## src/rtl/uart_irq_pkg.sv

```systemverilog
package uart_irq_pkg;

  localparam int NSRC = 5;

  // source index = rank, 0 is the highest
  localparam int SRC_LINE   = 0;
  localparam int SRC_RXDATA = 1;
  localparam int SRC_TMO    = 2;
  localparam int SRC_TXMT   = 3;
  localparam int SRC_MODEM  = 4;

  typedef enum logic [3:0] {
    ID_MODEM  = 4'h0,
    ID_NONE   = 4'h1,
    ID_TXMT   = 4'h2,
    ID_RXDATA = 4'h4,
    ID_LINE   = 4'h6,
    ID_TMO    = 4'hC
  } irq_id_e;

  function automatic irq_id_e src_code(input int idx);
    case (idx)
      SRC_LINE:   src_code = ID_LINE;
      SRC_RXDATA: src_code = ID_RXDATA;
      SRC_TMO:    src_code = ID_TMO;
      SRC_TXMT:   src_code = ID_TXMT;
      default:    src_code = ID_MODEM;
    endcase
  endfunction

endpackage

```

## src/rtl/uart_irq_thre_latch.sv

```systemverilog
module uart_irq_thre_latch (
  input  logic clk,
  input  logic rst_n,
  input  logic thr_empty_i,
  input  logic ack_i,
  output logic pend_o
);

  logic pend_q, pend_d;
  logic seen_q, seen_d;
  logic rise;

  assign rise = thr_empty_i & ~seen_q;

  always_comb begin
    seen_d = thr_empty_i;
    pend_d = pend_q;
    if (!thr_empty_i)  pend_d = 1'b0;
    else if (rise)     pend_d = 1'b1;
    else if (ack_i)    pend_d = 1'b0;
  end

  always_ff @(posedge clk or negedge rst_n) begin
    if (!rst_n) begin
      pend_q <= 1'b0;
      seen_q <= 1'b0;
    end else begin
      pend_q <= pend_d;
      seen_q <= seen_d;
    end
  end

  assign pend_o = pend_q;


  ack_clear_chk: assert property (@(posedge clk) disable iff (!rst_n)
    (ack_i && pend_q) |=> !pend_q);


  set_on_rise_chk: assert property (@(posedge clk) disable iff (!rst_n)
    $rose(pend_q) |-> ($past(thr_empty_i) && !$past(seen_q)));

endmodule

```

## src/rtl/uart_irq_src.sv

```systemverilog
module uart_irq_src
  import uart_irq_pkg::*;
#(
  parameter int LVL_W = 5
) (
  input  logic [3:0]       ien,
  input  logic [3:0]       lsr_err,
  input  logic             data_ready,
  input  logic             thr_empty,
  input  logic             thre_pend,
  input  logic [LVL_W-1:0] rx_level,
  input  logic [LVL_W-1:0] rx_trig,
  input  logic             char_tmo,
  input  logic [3:0]       msr_delta,
  output logic [NSRC-1:0]  pend
);

  logic at_trig;
  assign at_trig = (rx_level >= rx_trig);

  always_comb begin
    pend             = '0;
    pend[SRC_LINE]   = ien[2] & (|lsr_err);
    pend[SRC_RXDATA] = ien[0] & data_ready & at_trig;
    pend[SRC_TMO]    = ien[0] & data_ready & char_tmo;
    pend[SRC_TXMT]   = ien[1] & thr_empty & thre_pend;
    pend[SRC_MODEM]  = ien[3] & (|msr_delta);
  end

endmodule

```

## src/rtl/uart_irq_enc.sv

```systemverilog
module uart_irq_enc
  import uart_irq_pkg::*;
(
  input  logic            clk,
  input  logic            rst_n,
  input  logic [NSRC-1:0] pend,
  output logic [3:0]      id,
  output logic            any
);

  logic [NSRC-1:0] grant;
  logic [NSRC:0]   blocked;

  assign blocked[0] = 1'b0;

  genvar i;
  generate
    for (i = 0; i < NSRC; i++) begin : g_rank
      assign grant[i]     = pend[i] & ~blocked[i];
      assign blocked[i+1] = blocked[i] | pend[i];
    end
  endgenerate

  always_comb begin
    id = ID_NONE;
    for (int k = 0; k < NSRC; k++) begin
      if (grant[k]) id = src_code(k);
    end
  end

  assign any = blocked[NSRC];


  grant_onehot_chk: assert property (@(posedge clk) disable iff (!rst_n)
    $onehot0(grant) && (any == (grant != '0)));


  line_wins_chk: assert property (@(posedge clk) disable iff (!rst_n)
    pend[SRC_LINE] |-> (id == ID_LINE));

endmodule

```

## src/rtl/uart_irq_prio.sv

```systemverilog
module uart_irq_prio
  import uart_irq_pkg::*;
#(
  parameter int FIFO_DEPTH = 16,
  parameter int LVL_W      = $clog2(FIFO_DEPTH + 1)
) (
  input  logic             clk,
  input  logic             rst_n,
  input  logic [3:0]       ien,
  input  logic [3:0]       lsr_err,
  input  logic             data_ready,
  input  logic             thr_empty,
  input  logic [LVL_W-1:0] rx_level,
  input  logic [LVL_W-1:0] rx_trig,
  input  logic             char_tmo,
  input  logic [3:0]       msr_delta,
  input  logic             out2_en,
  input  logic             fifo_on,
  input  logic             iir_rd,
  output logic             irq,
  output logic [7:0]       iir_val
);

  logic [NSRC-1:0] pend;
  logic            thre_pend;
  logic [3:0]      id;
  logic            any;
  logic            ack;
  logic            irq_d;

  uart_irq_thre_latch u_thre (
    .clk        (clk),
    .rst_n      (rst_n),
    .thr_empty_i(thr_empty),
    .ack_i      (ack),
    .pend_o     (thre_pend)
  );

  uart_irq_src #(.LVL_W(LVL_W)) u_src (
    .ien       (ien),
    .lsr_err   (lsr_err),
    .data_ready(data_ready),
    .thr_empty (thr_empty),
    .thre_pend (thre_pend),
    .rx_level  (rx_level),
    .rx_trig   (rx_trig),
    .char_tmo  (char_tmo),
    .msr_delta (msr_delta),
    .pend      (pend)
  );

  uart_irq_enc u_enc (
    .clk  (clk),
    .rst_n(rst_n),
    .pend (pend),
    .id   (id),
    .any  (any)
  );

  assign ack = iir_rd & out2_en & (id == ID_TXMT);

  always_comb begin
    if (!out2_en) iir_val = 8'h01;
    else          iir_val = {{2{fifo_on}}, 2'b00, id};
  end

  assign irq_d = out2_en & any;

  always_ff @(posedge clk or negedge rst_n) begin
    if (!rst_n) irq <= 1'b0;
    else        irq <= irq_d;
  end


  gate_low_chk: assert property (@(posedge clk) disable iff (!rst_n)
    !out2_en |=> !irq);


  irq_follows_id_chk: assert property (@(posedge clk) disable iff (!rst_n)
    1'b1 |=> (irq == !$past(iir_val[0])));


  mid_bits_chk: assert property (@(posedge clk) disable iff (!rst_n)
    iir_val[5:4] == 2'b00);

endmodule

```

## config.mk

```make
export PLATFORM = sky130hd
export DESIGN_NAME = uart_irq_prio
export DESIGN_NICKNAME = d
export VERILOG_FILES = /design/src/rtl/uart_irq_pkg.sv /design/src/rtl/uart_irq_thre_latch.sv /design/src/rtl/uart_irq_src.sv /design/src/rtl/uart_irq_enc.sv /design/src/rtl/uart_irq_prio.sv
export SDC_FILE = /design/constraint.sdc
export NUM_CORES = 1
export LEC_CHECK = 0
export BUFFER_PORTS_ARGS = -buffer_cell sky130_fd_sc_hd__buf_2
export CORE_AREA = 2 2 39 41
export DETAILED_ROUTE_END_ITERATION = 16
export DIE_AREA = 0 0 41 43
export PLACE_DENSITY = 0.66
export SLEW_MARGIN = 20
export SYNTH_ARGS = -nofsm -noshare
export SYNTH_HDL_FRONTEND = slang
export SYNTH_SLANG_ARGS = --single-unit
```

## constraint.sdc

```tcl
create_clock -name clk -period 2.1 [get_ports clk]
set_input_delay 0.42 -clock clk [delete_from_list [all_inputs] [get_ports clk]]
set_output_delay 0.42 -clock clk [all_outputs]
set_load 0.01 [all_outputs]
```

After elaboration in Yosys (flattened, before gate mapping)
Cells that the tools add are included.

Word-level logic and storage cells: 41. Latch bits: 0. Output and inout port bits: 9. Input bits: 30. Memory bits (writable): 0. Memories: 0. Register bits after elaboration: 3. ROM bits: 0.

Bitwise gates (word level): 24. Eq/ne operators: 2. Reductions and logical operators: 2. Div/mod/pow operators: 0. Multiply operators: 0. Shift operators: 0. Multiplexer cells: 9. Add/subtract/negate cells: 0. $lt $le $gt $ge: 1.

Operator list (count): two-way mux 4 bit (4); AND 1 bit (15); two-way mux 8 bit (1); OR reduction 4 bit (2); >= comparator 5 bit (1); NOT 1 bit (5); equality test 4 x 2 -> 1 bit, second input constant (1); bitwise OR 1 bit (4); two-way mux 1 bit (3); two-way mux 3 bit (1); != test 3 x 1 -> 1 bit, second input constant (1).

Logic depth before layout (Yosys ltp)
Gate-level depths: netlist of the first run.

Depth after elaboration: 13. Depth in mapped cells: 6. Mapped depth without buffers: 6.

Hierarchy
Synthesis of the first run repeated with hierarchy kept, for this count alone.

Cell total of the unflattened synthesis: 44. Area total of the unflattened synthesis: 377.9 sq um.

By module, submodules not included: uart_irq_src (cells an instance 21, instances 1, seq. area each 0.0 sq um, area an instance 160.2 sq um); uart_irq_prio (cells an instance 13, instances 1, seq. area each 25.0 sq um, area an instance 111.4 sq um); uart_irq_thre_latch (cells an instance 4, instances 1, seq. area each 50.0 sq um, area an instance 63.8 sq um); uart_irq_enc (cells an instance 6, instances 1, seq. area each 0.0 sq um, area an instance 42.5 sq um).

Worst setup path after synthesis of the first run
Ideal clock, no wire load.

Kind: input port to output port. From: input rx_trig[4]. To: output iir_val[0]. Path buffers: 0. Data required time: 1680 ps. Slack: 21 ps. Cell stages on the path: 6. Data arrival time: 1659 ps. Path through: inv_1 ha_1 a21o_1 o211a_1 a21o_1 o31ai_1.

Longest elaborated chain between the ends: 9. Elaborated cells on any way between the ends: 17. Those cells by class: order compare (1); mux (5); bitwise (11).

Ends and longest elaborated chain: start, declared (RTL line uart_irq_prio.sv:14) `input logic [LVL_W-1:0] rx_trig,`; >= comparator 5 bit (*) (RTL line uart_irq_src.sv:19) `assign at_trig = (rx_level >= rx_trig);`; AND 1 bit (*) (RTL line uart_irq_src.sv:24) `pend[SRC_RXDATA] = ien[0] & data_ready & at_trig;`; bitwise OR 1 bit (RTL line uart_irq_enc.sv:20) `assign blocked[i+1] = blocked[i] | pend[i];`; NOT 1 bit / bitwise OR 1 bit (equally long branches) (RTL line uart_irq_enc.sv:19, uart_irq_enc.sv:20); AND 1 bit (tied with other cells) (RTL line uart_irq_enc.sv:19) `assign grant[i] = pend[i] & ~blocked[i];`; two-way mux 4 bit (tied with other cells) (RTL line uart_irq_enc.sv:27) `if (grant[k]) id = src_code(k);`; two-way mux 4 bit / AND 1 bit (equally long branches) (RTL line uart_irq_enc.sv:27, uart_irq_enc.sv:19); two-way mux 4 bit (*) (RTL line uart_irq_enc.sv:27); two-way mux 8 bit (*) (RTL line uart_irq_prio.sv:63) `if (!out2_en) iir_val = 8'h01;`; end, declared (RTL line uart_irq_prio.sv:21) `output logic [7:0] iir_val`.

Every way passes the cells marked *; elsewhere a longest branch is shown, timed or not.

Worst setup path after layout of the first run
Ends and elaborated chain as after synthesis.

==> results of run 1 <==
## cell usage after synthesis
master | number | area, µm²
sky130_fd_sc_hd__o21a_1 | 1 | 7.510
sky130_fd_sc_hd__conb_1 | 1 | 3.750
sky130_fd_sc_hd__buf_4 | 3 | 22.52
sky130_fd_sc_hd__ha_1 | 5 | 62.56
sky130_fd_sc_hd__or3_1 | 2 | 12.51
sky130_fd_sc_hd__o221a_1 | 1 | 11.26
sky130_fd_sc_hd__o21ai_0 | 2 | 10.01
sky130_fd_sc_hd__a31oi_1 | 1 | 6.260
sky130_fd_sc_hd__a21oi_1 | 1 | 5.000
sky130_fd_sc_hd__clkbuf_1 | 1 | 3.750
sky130_fd_sc_hd__o41ai_1 | 1 | 8.760
sky130_fd_sc_hd__and2_1 | 1 | 6.260
sky130_fd_sc_hd__dfrtp_1 | 3 | 75.07
sky130_fd_sc_hd__o41a_1 | 1 | 11.26
sky130_fd_sc_hd__o31ai_1 | 1 | 7.510
sky130_fd_sc_hd__nor2b_1 | 1 | 6.260
sky130_fd_sc_hd__nand3_1 | 2 | 10.01
sky130_fd_sc_hd__inv_1 | 6 | 22.52
sky130_fd_sc_hd__o31a_2 | 1 | 10.01
sky130_fd_sc_hd__o211a_1 | 1 | 10.01
sky130_fd_sc_hd__nand2_1 | 3 | 11.26
sky130_fd_sc_hd__and4_1 | 1 | 8.760
sky130_fd_sc_hd__a21o_1 | 2 | 15.01
sky130_fd_sc_hd__nand4_1 | 2 | 12.51
## kinds of logic (layout without fill, tap and decap cells)
kind of cell / after synthesis / in the layout / share of synthesized area, %
flip-flops: 3 / 3 / 20.83
other: 1 / 2 / 1.041
adder cells (fa/ha/maj): 5 / 5 / 17.36
AND/OR/NAND/NOR: 12 / 12 / 18.75
buffers and inverters: 10 / 50 / 13.54
AO/OA/AOI/OAI: 13 / 13 / 28.47
## worst paths after layout
kind	start	endpoint	slack (ns)	depth (start not counted)
max	rx_trig[4]	iir_val[0]	0.04	8
min	thr_empty	u_thre.seen_q	0.35	1
max reg2reg	u_thre.seen_q	u_thre.pend_o	1.04	3
min reg2reg	u_thre.pend_o	u_thre.pend_o	0.59	1
max in group asynchronous	rst_n	u_thre.pend_o	1.47	2
min in group asynchronous	rst_n	u_thre.seen_q	0.52	2
## timing repair
action                                  4_1_cts  5_1_grt
gates resized for setup                       4        3
endpoints found under the hold margin         3        0
endpoints found under the setup margin        3        2
pin swaps                                     2        1
hold buffers                                  1        0
## cell usage in the layout, fill, tap and decap left out, types with 2 or more instances in the layout
master	n
sky130_fd_sc_hd__buf_2	34
sky130_fd_sc_hd__inv_1	5
sky130_fd_sc_hd__ha_1	4
sky130_fd_sc_hd__nand2_1	3
sky130_fd_sc_hd__clkbuf_4	3
sky130_fd_sc_hd__dfrtp_1	3
sky130_fd_sc_hd__buf_4	3
sky130_fd_sc_hd__a21o_1	2
sky130_fd_sc_hd__nand4_1	2
sky130_fd_sc_hd__or3_1	2
sky130_fd_sc_hd__nand3_1	2
sky130_fd_sc_hd__conb_1	2
sky130_fd_sc_hd__buf_6	2
## layout make-up
cell class	count	area [µm²]	share of cell area [%]
clock buffers	4	26.28	4.183
inverters	6	25.02	3.984
multi-input cells	32	256.5	40.84
well taps	16	20.02	3.187
repair buffers	40	225.2	35.86
flip-flops and latches	3	75.07	11.95
## metrics by stage
step / TNS, ns / cells / setup slack, ns / total power, mW
global route: -0.05312 / 101 / -0.03413 / 0.2805
detailed placement: -0.1811 / 96 / -0.1113 / 0.1526
CTS: 0 / 101 / 0.01341 / 0.2618
global placement: -0.1890 / 96 / -0.1062 / 0.1505
floorplan: 0 / 45 / 0.02123 / 0.1074
finish: 0 / 101 / 0.04255 / 0.2590
## critical path, stage by stage
cell	delay (ns)
sky130_fd_sc_hd__buf_6	0.10
sky130_fd_sc_hd__inv_4	0.04
sky130_fd_sc_hd__ha_4	0.18
sky130_fd_sc_hd__a21o_1	0.16
sky130_fd_sc_hd__o211a_1	0.20
sky130_fd_sc_hd__a21o_1	0.19
sky130_fd_sc_hd__o31ai_1	0.19
sky130_fd_sc_hd__buf_2	0.16
## routing by layer
layer	up-vias	global-route usage, %	share of wire (%)
li1	241	-	-
met1	209	14.10	38
met2	37	17.50	45
met3	4	1.571	14
met4	0	12.00	3.8
met5	-	0	0
## state kept, by name, indices dropped and copies added (netlist names)
signal / flops
u_thre.seen_q: 1
u_thre.pend_o: 1
irq: 1
## power by group through the flow
stage          Combinational (mW)  Clock (mW)  Sequential (mW)
3_5_place_dp               0.0883           0           0.0644
4_1_cts                    0.0949       0.103           0.0637
3_3_place_gp               0.0863           0           0.0643
2_1_floorplan              0.0425           0           0.0649
6_report                   0.0964      0.0989           0.0637
5_1_grt                     0.110       0.106           0.0639
==> impl_results.md, run 1 <==
* CTS Buf Count at 3
* Type of the worst setup path: input port to output port
* Final HPWL from detailed placement at 818 µm
* RSZ-0062 raised after global routing: yes
* Synth-to-Final Area Change at 74.31%
* Peak fanout along the critical path at 4
* Worst path required time at 1.68 ns
* Final net count at 121
* Data arrival time of the critical path at 1.64 ns
* DR vias at 491
* Mean routed wirelength per cell at 9.495 µm
* Final slew viol count at 0
* Final worst path period need at 2.057 ns
* Initial DRC Count at 10
* Switching Fraction at between 20 and 30%
* Root Buffer: sky130_fd_sc_hd__clkbuf_4
* CTS H-tree lvls at 1
* Number of buffers inserted by port buffering at 36
* Antenna Diode Count at 0
* Type of element capturing the critical path: output port
* Routability cong. at 0.6136
* Share of power burned in registers at 24.6%
* Worst IR drop on VDD at 0.1753 mV
* Core area at roughly 1400 µm²
* Proportion of synthesized chip area in sequential cells at 20.83%
* Warning count from the yosys run at 0
* Final instance area at roughly 630 µm²
* Average footprint of a synthesized cell at 8.190 µm²
* Number of maximum-capacitance violations at 0
* Classification of the worst-slack hold path: input port to flip-flop
* Count of pins on the block boundary at 39
* Largest clock skew in the final design at 0.0009219 ns
* Synth Register Bits at 3
* Sinks on the clock net at 3
* CTS clock-pin slew for the worst setup and hold paths at 0.03 ns
* Die height at between 40 and 50 µm
* Number of antenna-violating nets in the routed design at 0
* Global-route wire length before repair at 1428 µm
* Net Switching at ~0.072 mW
* Number of antenna violations at the first check in global routing at 0
* Buffer count from post-CTS setup fixing at 0
* GRT Residual Overflow at 0
* Skew-Pair Late Insertion Delay at around 0.23 ns
* Number of global-route vias before repair at about 400
* Fillers at 144
* Logic gate share of total power at 37.2%
* Startpoint kind of the worst setup timing path: input port
* Synth unique cells at 24
* First-pass detailed-route iteration total at 4
* Synthesized netlist cell count at 44
* Bufs on Longest Clock Path at 2
* Overall Global Routing Usage at 12.14%
* Design internal power at 0.1867 mW
* Number of rows in the core area at 14
* Clock network fraction of design power at 38.2%
* Maximum number of pins on one net before global-route repair at 9
* Die area at 1763 µm²
* Hold Fails Final Rpt at 0
* Tightest hold margin at approximately 0.35 ns
* Effective utilization at floorplan at 26.04%
* Core occupancy in the finished layout at 45.39%
* Power Dens Cells at 412.3 nW/µm²
* Cell leakage power at between 0.3 and 0.4 nW
* Run status: completed
* Post-Place Cell Area at 560.5 µm²
* Sum of routed wire length over all layers at 959 µm
* Die Span X at a little over 40 µm
* Proportion of layout cells with a drive suffix above 1 at 54.12%
* Finish-stage setup viols at 0
* Post-DR vias/cell at 4.861
* # DRC at 0
* Synthesized cell area at 360.3 µm²
* Max frequency at 486.0 MHz
* Final clock period utilization by the worst path at 97.97%
* TritonCTS clock tree: yes
Note: power is estimated with default switching activity, not from simulation.
==> run 2, diff against run 1 <==
ABC_AREA = 1   (was not set)
CTS_BUF_LIST = sky130_fd_sc_hd__clkbuf_8   (was not set)
PLACE_DENSITY = 0.69   (was 0.66)
==> impl_results.md, run 2 <==
* Biggest area consumer among synthesized cells: sky130_fd_sc_hd__dfrtp_1 (unchanged)
* Max frequency at 507.8 MHz (was 486.0 MHz)
* CTS H-tree lvls at 1 (unchanged)
* Effective utilization at floorplan at 29.11% (was 26.04%)
* Post-synth top area share at 18.63% (was 20.83%)
* Initial DRC Count at 5 (was 10)
* Maximum number of pins on one net before global-route repair at 7 (was 9)
* Worst IR drop on VDD at 0.4585 mV (was 0.1753 mV)
* Top library cells by usage in the layout, fill and taps aside: sky130_fd_sc_hd__buf_2 (36), sky130_fd_sc_hd__inv_1 (17), sky130_fd_sc_hd__nand2_1 (12), sky130_fd_sc_hd__nor2_1 (4), sky130_fd_sc_hd__ha_1 (4) (was sky130_fd_sc_hd__buf_2 (34), sky130_fd_sc_hd__inv_1 (5), sky130_fd_sc_hd__ha_1 (4))
* Mean routed wirelength per cell at 8.183 µm (was 9.495 µm)
* Post-DR vias/cell at 4.148 (was 4.861)
* Type of element capturing the critical path: output port (unchanged)
* Most common cell in the netlist: sky130_fd_sc_hd__inv_1 (unchanged)
* Root Buffer: sky130_fd_sc_hd__clkbuf_8 (was sky130_fd_sc_hd__clkbuf_4)
* Hold Fails Final Rpt at 0 (unchanged)
* Number of antenna-violating nets in the routed design at 0 (unchanged)
* Startpoint kind of the worst setup timing path: input port (unchanged)
* Synth-to-Final Area Change at 63.35% (was 74.31%)
* RSZ-0062 raised after global routing: no (was yes)
* Number of rows in the core area at 14 (unchanged)
* Number of maximum-capacitance violations at 0 (unchanged)
* Number of buffers inserted by port buffering at 36 (unchanged)
* EDFF count, synth at 0 (unchanged)
* CTS clock-pin slew for the worst setup and hold paths at 0.03 ns (about the same)
* GRT Residual Overflow at 0 (unchanged)
* Share of synthesized flip-flops with an asynchronous set or reset at 100.0% (unchanged)
* Most common library cell in the layout ignoring fill and taps: sky130_fd_sc_hd__buf_2 (unchanged)
* Final worst path period need at 1.969 ns (was 2.057 ns)
* Die height at 43 µm (unchanged)
* Finished Layout Cells at 115 (was 101)
* Number of global-route vias before repair at 396 (was 397)
* Final slew viol count at 0 (unchanged)
* First-pass detailed-route iteration total at 4 (unchanged)
* Fillers at 157 (was 144)
* Setup slack after layout at 0.1308 ns (was 0.04255 ns)
* Sum of routed wire length over all layers at 941 µm (was 959 µm)
* Routability cong. at 0.6443 (was 0.6136)
* Classification of the worst-slack hold path: input port to flip-flop (unchanged)
* Warning count from the yosys run at 0 (unchanged)
* Bufs on Longest Clock Path at 2 (unchanged)
* Sinks on the clock net at 3 (unchanged)
* Die Span X at 41 µm (unchanged)
* Power Dens Cells at 487.3 nW/µm² (was 412.3 nW/µm²)
* Placed Cells at 110 (was 96)
* Synth area leaders: sky130_fd_sc_hd__dfrtp_1 (19%), sky130_fd_sc_hd__ha_1 (16%), sky130_fd_sc_hd__inv_1 (15%) (was sky130_fd_sc_hd__dfrtp_1 (21%), sky130_fd_sc_hd__ha_1 (17%), sky130_fd_sc_hd__buf_4 (6.3%))
* Core area at 1384 µm² (unchanged)
* CTS Buf Count at 3 (unchanged)
* Final net count at 135 (was 121)
* Synth unique cells at 18 (was 24)
* TritonCTS clock tree: yes (unchanged)
* Skew-Pair Late Insertion Delay at 0.21 ns (was 0.23 ns)
* Run status: completed (unchanged)
* Post-route setup TNS at 0 ns (unchanged)
* # DRC at 0 (unchanged)
* Largest clock skew in the final design at 0.0008249 ns (was 0.0009219 ns)
* Number of antenna violations at the first check in global routing at 0 (unchanged)
* Finish-stage setup viols at 0 (unchanged)
* Type of the worst setup path: input port to output port (unchanged)
* Peak fanout along the critical path at 4 (unchanged)
* Ys flop type: sky130_fd_sc_hd__dfrtp_1 (unchanged)
* Most numerous cell types in the synthesized netlist: sky130_fd_sc_hd__inv_1 (16), sky130_fd_sc_hd__nand2_1 (13), sky130_fd_sc_hd__ha_1 (5), sky130_fd_sc_hd__nor2_1 (4) (was sky130_fd_sc_hd__inv_1 (6), sky130_fd_sc_hd__ha_1 (5), sky130_fd_sc_hd__buf_4 (3), sky130_fd_sc_hd__dfrtp_1 (3), sky130_fd_sc_hd__nand2_1 (3))
* Synthesized netlist cell count at 60 (was 44)
* Antenna Diode Count at 0 (unchanged)
* Global-route wire length before repair at 1421 µm (was 1428 µm)
* Synth Register Bits at 3 (unchanged)
* DR vias at 477 (was 491)
* Data arrival time of the critical path at 1.55 ns (was 1.64 ns)
* Post-Place Setup Slack at 0.03815 ns (was -0.1113 ns)
* Proportion of layout cells with a drive suffix above 1 at 48.48% (was 54.12%)
* Final clock period utilization by the worst path at 93.77% (was 97.97%)
* Count of pins on the block boundary at 39 (unchanged)
* Proportion of synthesized chip area in sequential cells at 18.63% (was 20.83%)
* Tightest hold margin at 0.3536 ns (was 0.3482 ns)
* Final HPWL from detailed placement at 781.9 µm (was 818 µm)
* Die area at 1763 µm² (unchanged)
* Synthesized cell area at 402.9 µm² (was 360.3 µm²)
* Worst path required time at 1.68 ns (about the same)
* Average footprint of a synthesized cell at 6.715 µm² (was 8.190 µm²)
* Overall Global Routing Usage at 11.76% (was 12.14%)
* Core occupancy in the finished layout at 47.56% (was 45.39%)
* Cell leakage power at 0.4245 nW (was 0.3666 nW)
## run 2: final timing paths
path / from / to / slack [ns] / cells past startpoint
worst max-delay path: rx_level[3] / iir_val[0] / 0.13 / 10
worst min-delay path: thr_empty / u_thre.seen_q / 0.35 / 1
worst max register to register: u_thre.pend_o / u_thre.pend_o / 1.12 / 5
worst min register to register: u_thre.pend_o / u_thre.pend_o / 0.53 / 2
max in group asynchronous: rst_n / u_thre.pend_o / 1.43 / 2
min in group asynchronous: rst_n / irq / 0.56 / 2
## run 2: area by class of cell
| type | count | area (µm²) | share of cell area (%) |
|---|---|---|---|
| clock inverters | 1 | 3.754 | 0.5703 |
| multi-input cells | 38 | 264.0 | 40.11 |
| repair buffers | 37 | 190.2 | 28.90 |
| flip-flops and latches | 3 | 75.07 | 11.41 |
| well taps | 16 | 20.02 | 3.042 |
| clock buffers | 3 | 41.29 | 6.274 |
| inverters | 17 | 63.81 | 9.696 |
## run 2: logic make-up after synthesis
| logic type | synth area share (%) |
|---|---|
| other | 0.9308 |
| AO/OA/AOI/OAI | 15.22 |
| AND/OR/NAND/NOR | 28.26 |
| buffers and inverters | 21.43 |
| adder cells (fa/ha/maj) | 15.53 |
| flip-flops | 18.63 |
## run 2: per-stage QoR
stage	power (mW)	area [µm²]
5_1_grt	0.3493	658.1
3_5_place_dp	0.1557	584.3
6_report	0.3207	658.1
3_3_place_gp	0.1531	584.3
2_1_floorplan	0.1164	406.6
4_1_cts	0.3189	639.4
## run 2: critical path, cell delays in order
cell	delay, ns
sky130_fd_sc_hd__buf_2	0.10
sky130_fd_sc_hd__ha_1	0.29
sky130_fd_sc_hd__nand2_2	0.08
sky130_fd_sc_hd__inv_1	0.04
sky130_fd_sc_hd__nand2_1	0.06
sky130_fd_sc_hd__nand3_2	0.07
sky130_fd_sc_hd__nand2_2	0.09
sky130_fd_sc_hd__nand4_2	0.08
sky130_fd_sc_hd__o21ai_2	0.16
sky130_fd_sc_hd__buf_2	0.16
## run 2: power by group
part / switching (mW) / total [mW] / internal [mW]
clock: 0.0349 / 0.159 / 0.124
sequential: 0.00137 / 0.0638 / 0.0624
combinational: 0.0485 / 0.0978 / 0.0493
## run 2: what timing repair did
item | CTS | global route
hold buffers | 1 | 0
buffers inserted | 0 | 0
endpoints found under the setup margin | 0 | 2
resized for setup | 0 | 3
endpoints found under the hold margin | 3 | 0
## run 2: metal layers
metal | vias to the layer above | wire [µm] | global-route usage (%)
met4 | 0 | 0 | 6.000
met5 | - | 0 | 0
met3 | 0 | 73 | 2.618
li1 | 258 | - | -
met2 | 16 | 559 | 21.25
met1 | 203 | 308 | 11.29
